## config.mk

```make
export PLATFORM = sky130hd
export DESIGN_NAME = bcd_cal
export DESIGN_NICKNAME = d
export VERILOG_FILES = /design/src/rtl/bcd_cal.sv
export SDC_FILE = /design/constraint.sdc
export NUM_CORES = 1
export LEC_CHECK = 0
export ABC_AREA = 1
export BUFFER_PORTS_ARGS = -buffer_cell sky130_fd_sc_hd__buf_2
export CAP_MARGIN = 15
export CORE_MARGIN = 3
export CORE_UTILIZATION = 35
export CTS_BUF_LIST = sky130_fd_sc_hd__clkbuf_8
export CTS_CLUSTER_DIAMETER = 100
export DETAILED_ROUTE_END_ITERATION = 16
export PLACE_DENSITY = 0.55
export SYNTH_ARGS = -nofsm -noshare
export SYNTH_HDL_FRONTEND = slang
export SYNTH_SLANG_ARGS = --single-unit
```

## constraint.sdc

```tcl
create_clock -name clk -period 1.81 [get_ports clk]
set_clock_uncertainty 0.1 [all_clocks]
set_input_delay 0.0905 -clock clk [delete_from_list [all_inputs] [get_ports clk]]
set_output_delay 0.0905 -clock clk [all_outputs]
set_load 0.01 [all_outputs]
```

## src/rtl/bcd_cal.sv

```systemverilog
module bcd_cal #(
  parameter int A_W    = 7,
  parameter int S_W    = 15,
  parameter int A_INIT = 127,
  parameter int S_INIT = 255
) (
  input  logic        clk,
  input  logic        rst_n,
  input  logic        bus_we,
  input  logic [1:0]  bus_addr,
  input  logic [31:0] bus_wdata,
  output logic [31:0] bus_rdata,
  output logic        sec_tick
);
  localparam logic [A_W-1:0] A_RST = A_W'(A_INIT);
  localparam logic [S_W-1:0] S_RST = S_W'(S_INIT);

  logic [7:0] sec, min, hr, day, mon, yr, last_day;
  logic [2:0] wd;
  logic [A_W-1:0] pre_a, cnt_a;
  logic [S_W-1:0] pre_s, cnt_s;
  logic init_req, req_q, init_ack, sync_flag, sync_w;
  logic wr_ok, wr_mode, adv, leap, cal_valid;
  logic s_wrap, m_wrap, h_wrap, d_wrap, mo_wrap, y_wrap;
  logic unused_wdata;

  function automatic logic [7:0] bcd_up(input logic [7:0] v);
    return (v[3:0] == 4'h9) ? {v[7:4] + 4'h1, 4'h0} : v + 8'h01;
  endfunction

  assign unused_wdata = ^bus_wdata;
  assign wr_ok   = init_req && init_ack;
  assign wr_mode = bus_we && bus_addr == 2'd2;
  assign adv     = !init_req && cnt_a == pre_a && cnt_s == pre_s;
  assign cal_valid = yr != 8'h00;

  assign leap = yr[4] ? (yr[3:0] == 4'h2 || yr[3:0] == 4'h6)
                      : (yr[3:0] == 4'h0 || yr[3:0] == 4'h4 || yr[3:0] == 4'h8);

  always_comb begin
    case (mon)
      8'h02:                      last_day = leap ? 8'h29 : 8'h28;
      8'h04, 8'h06, 8'h09, 8'h11: last_day = 8'h30;
      default:                    last_day = 8'h31;
    endcase
  end

  assign s_wrap  = sec == 8'h59;
  assign m_wrap  = min == 8'h59;
  assign h_wrap  = hr  == 8'h23;
  assign d_wrap  = day == last_day;
  assign mo_wrap = mon == 8'h12;
  assign y_wrap  = yr  == 8'h99;

  always_ff @(posedge clk) begin
    if (!rst_n) begin
      sec <= 8'h00; min <= 8'h00; hr <= 8'h00;
      day <= 8'h01; mon <= 8'h01; yr <= 8'h00; wd <= 3'd1;
    end else if (bus_we && wr_ok && bus_addr == 2'd0) begin
      sec <= {1'b0, bus_wdata[6:0]};
      min <= {1'b0, bus_wdata[14:8]};
      hr  <= {2'b0, bus_wdata[21:16]};
    end else if (bus_we && wr_ok && bus_addr == 2'd1) begin
      day <= {2'b0, bus_wdata[5:0]};
      mon <= {3'b0, bus_wdata[12:8]};
      wd  <= bus_wdata[15:13];
      yr  <= bus_wdata[23:16];
    end else if (adv) begin
      sec <= s_wrap ? 8'h00 : bcd_up(sec);
      if (s_wrap) min <= m_wrap ? 8'h00 : bcd_up(min);
      if (s_wrap && m_wrap) hr <= h_wrap ? 8'h00 : bcd_up(hr);
      if (s_wrap && m_wrap && h_wrap) begin
        day <= d_wrap ? 8'h01 : bcd_up(day);
        wd  <= (wd == 3'd7) ? 3'd1 : wd + 3'd1;
        if (d_wrap) begin
          mon <= mo_wrap ? 8'h01 : bcd_up(mon);
          if (mo_wrap) yr <= y_wrap ? 8'h00 : bcd_up(yr);
        end
      end
    end
  end

  always_ff @(posedge clk) begin
    if (!rst_n) begin
      pre_a <= A_RST; pre_s <= S_RST;
      cnt_a <= '0;    cnt_s <= '0;
    end else begin
      if (bus_we && wr_ok && bus_addr == 2'd3) begin
        pre_s <= bus_wdata[S_W-1:0];
        pre_a <= bus_wdata[16 +: A_W];
      end
      if (init_req) begin
        cnt_a <= '0;
        cnt_s <= '0;
      end else if (cnt_a == pre_a) begin
        cnt_a <= '0;
        cnt_s <= (cnt_s == pre_s) ? '0 : cnt_s + S_W'(1);
      end else begin
        cnt_a <= cnt_a + A_W'(1);
      end
    end
  end

  always_ff @(posedge clk) begin
    if (!rst_n) begin
      init_req <= 1'b0; req_q <= 1'b0; init_ack <= 1'b0;
      sync_flag <= 1'b0; sync_w <= 1'b0; sec_tick <= 1'b0;
    end else begin
      if (wr_mode) init_req <= bus_wdata[0];
      req_q    <= init_req;
      init_ack <= req_q && init_req;
      sec_tick <= adv;
      if (init_req || (wr_mode && !bus_wdata[2])) begin
        sync_flag <= 1'b0;
        sync_w    <= 1'b0;
      end else if (!sync_flag) begin
        sync_w    <= 1'b1;
        sync_flag <= sync_w;
      end
    end
  end

  always_comb begin
    bus_rdata = '0;
    case (bus_addr)
      2'd0: bus_rdata = {10'b0, hr[5:0], 1'b0, min[6:0], 1'b0, sec[6:0]};
      2'd1: bus_rdata = {8'b0, yr, wd, mon[4:0], 2'b0, day[5:0]};
      2'd2: bus_rdata = {27'b0, 1'b0, cal_valid, sync_flag, init_ack, init_req};
      default: begin
        bus_rdata[S_W-1:0]  = pre_s;
        bus_rdata[16 +: A_W] = pre_a;
      end
    endcase
  end
endmodule

```

==> results_dict.tcl <==
set metrics [dict create \
    status "complete, but fails checks" \
    failed_checks "setup timing" \
    grt_pass1_vias 6925 \
    post-place-cells 1409 \
    core_area_um2 18100 \
    total_power_w 0.00406 \
    place.gp.congestion 0.887 \
    dieHeight_um 142 \
    area_growth_pct 45.0 \
    drc 0 \
    synth_seq_cells 101 \
    htree_levels 3 \
    synthCells 994 \
    tritoncts "yes" \
    design_area_um2 9430 \
    postSynthAreaPerCell_um2 6.54 \
    fin_ws_ns -0.191 \
    cp.required_ns 2.01 \
    drt_iter0_markers 539 \
    worstSetupStartpoint "sec[1]$_SDFFE_PN0P_" \
    p_per_area_nw_per_um2 431 \
    synth_flop_cell "dfxtp_1" \
    synth_area_um2 6500 \
    final_cells 1482 \
    cts_root_buf "clkbuf_8" \
    clockBufferDepth 2 \
    cp-start-kind "register" \
    min_from "rst_n" \
    layout-drive-gt1-share 0.335 \
    numCtsBuffers 9 \
    final_nets 1311 \
    criticalPathCategory "register to register" \
    clk_pin_slew_worst_paths_ns 0.11 \
    track_usage 0.222 \
    tightest_slew_ns 0.529 \
    groute.layer.met2.usage 0.373 \
    globalRouteMet1Util 0.294 \
    power.leakage_nw 4.32 \
    holdWs_ns 0.0688 \
    ys_seq_area_frac 0.311 \
    via_count 7400 \
    fp-row-count 49 \
    post_drt_wl_per_cell_um 15.5 \
    postRouteAntennaNets 0 \
    setup_violations 49 \
    grtUsageMet3 0.0397 \
    hpwl_um 16600 \
    grt_max_degree 59 \
    initial_core_util 0.360 \
    irDropWorstVdd_mv 0.315 \
    cts.sinks 101 \
    path_max_fanout 7 \
    worstReg2RegStart "sec[1]$_SDFFE_PN0P_" \
    die_area_um2 20300 \
    grt_overflow 0 \
    fill_cells 1783 \
    mostFrequentLayoutCells "nand2_1 (220), buf_4 (166), inv_1 (106), nor2_1 (87), dfxtp_1 (73)" \
    fin_util 0.521 \
    drv_slew 0 \
    antenna_found_initial 0 \
    grt.busiest_layer "met2" \
    drt_wl_total_um 22900 \
    async_flop_share 0 \
    vias_per_cell 4.99 \
    max_cap_violations 0 \
    grt_pass1_wl_um 35600 \
    mostFrequentLayoutCell "nand2_1" \
    fmax_ghz 0.500 \
    relSlewSlack 0.647 \
    arrival_ns 2.20 \
    die_w_um 142 \
    placed_cell_area_um2 8180 \
    first_pass_iters 4 \
    port_buffers 53 \
    end_kind "register" \
    worst_skew_pair.late_latency_ns 0.39 \
    rsz0062_at_grt "yes" \
    post-route-min-period_ns 2.00 \
    ys.warnings.count 0 \
    antenna_cells 0 \
    hold_violations 0 \
    synth_edf_count 0 \
    hp-class "input pin to register" \
    period_share 1.11 \
    yosys.cell_types.count 47 \
    io_pins 70 \
]
==> area by class of cell <==
type | instances | area, um^2 | share of cell area
clock buffers | 9 | 124 | 0.0131
clock inverters | 6 | 57.6 | 0.00610
inverters | 131 | 503 | 0.0533
multi-input cells | 735 | 4290 | 0.454
flip-flops and latches | 101 | 2060 | 0.218
well taps | 229 | 287 | 0.0304
repair buffers | 271 | 2120 | 0.225
==> cell usage after synthesis, drive strengths merged (7+ instances only) <==
master,n,share of area
nand2,255,0.15
inv,129,0.074
nor2,110,0.070
dfxtp,101,0.31
a21oi,75,0.058
o21ai,70,0.054
nand3,62,0.052
ha,25,0.048
nand4,21,0.021
buf,19,0.021
clkbuf,18,0.010
o211ai,16,0.018
nor3,14,0.014
xor2,14,0.019
o221ai,13,0.018
xnor2,12,0.016
a31oi,7,0.0067
==> metrics by stage <==
step | TNS [ns] | setup slack, ns
after floorplan | -0.0722 | -0.0202
after global placement | -3.53 | -0.176
after detailed placement | -5.19 | -0.224
after CTS | -3.74 | -0.171
after global routing | -11.10 | -0.301
final | -4.81 | -0.191
==> worst max-delay path, stage by stage, from the launching register on <==
cell	delay [ns]
dfxtp_2	0.34
inv_2	0.06
ha_4	0.12
nand2_2	0.06
nor2_4	0.15
nand4_4	0.10
inv_2	0.07
nand2_2	0.05
nor2_2	0.09
nand3_2	0.12
nand2_4	0.17
buf_4	0.14
buf_6	0.12
nand3_1	0.07
nand2_1	0.08
a21oi_1	0.05
==> metal layers <==
layer  vias up  routed length, um
li1       3771                  -
met1      3433              10500
met2       169              11000
met3        27               1060
met4         0                422
met5         -                  0
==> timing repair <==
action / 4_1_cts / 5_1_grt
setup buffers: 17 / 13
resized for setup: 84 / 90
setup endpoints to repair: 58 / 71
hold buffers: 26 / 0
cloned: 4 / 0
hold endpoints to repair: 40 / 0
pin swaps: 27 / 22
==> flip-flops by register name (all words and copies together) (netlist names), 8 cells and up <==
| name | cells |
|---|---|
| pre_s | 15 |
| sec | 8 |
| day | 8 |
| hr | 8 |
| min | 8 |
| yr | 8 |
| cnt_s | 15 |
| mon | 8 |
==> worst paths after layout <==
path,to,slack (ns),cells after the start
setup / recovery,wd[2]$_SDFFE_PN0P_,-0.19,15
hold / removal,pre_a[0]$_SDFFE_PN1P_,0.07,3
setup reg to reg,wd[2]$_SDFFE_PN0P_,-0.19,15
hold reg to reg,init_ack$_SDFF_PN0_,0.31,2
==> where the power goes <==
part           internal [W]  switching [W]  total (W)  leakage (nW)
Clock              0.000621       0.000846    0.00147        0.0937
Combinational      0.000140       0.000211   0.000351          3.41
Sequential          0.00223     0.00000904    0.00224         0.822
Total               0.00299        0.00107    0.00406          4.32
==> kinds of logic after synthesis <==
logic type | count (synthesis) | share of synthesized area
and+or+nand+nor | 474 | 0.322
DFF | 101 | 0.311
adders and majority gates | 25 | 0.0481
xor gates and xnor gates | 26 | 0.0350
other | 1 | 0.000576
AOI/OAI and AO/OA | 199 | 0.177
buffers and inverters | 168 | 0.107
No activity file was read; power rests on OpenSTA's default activity.
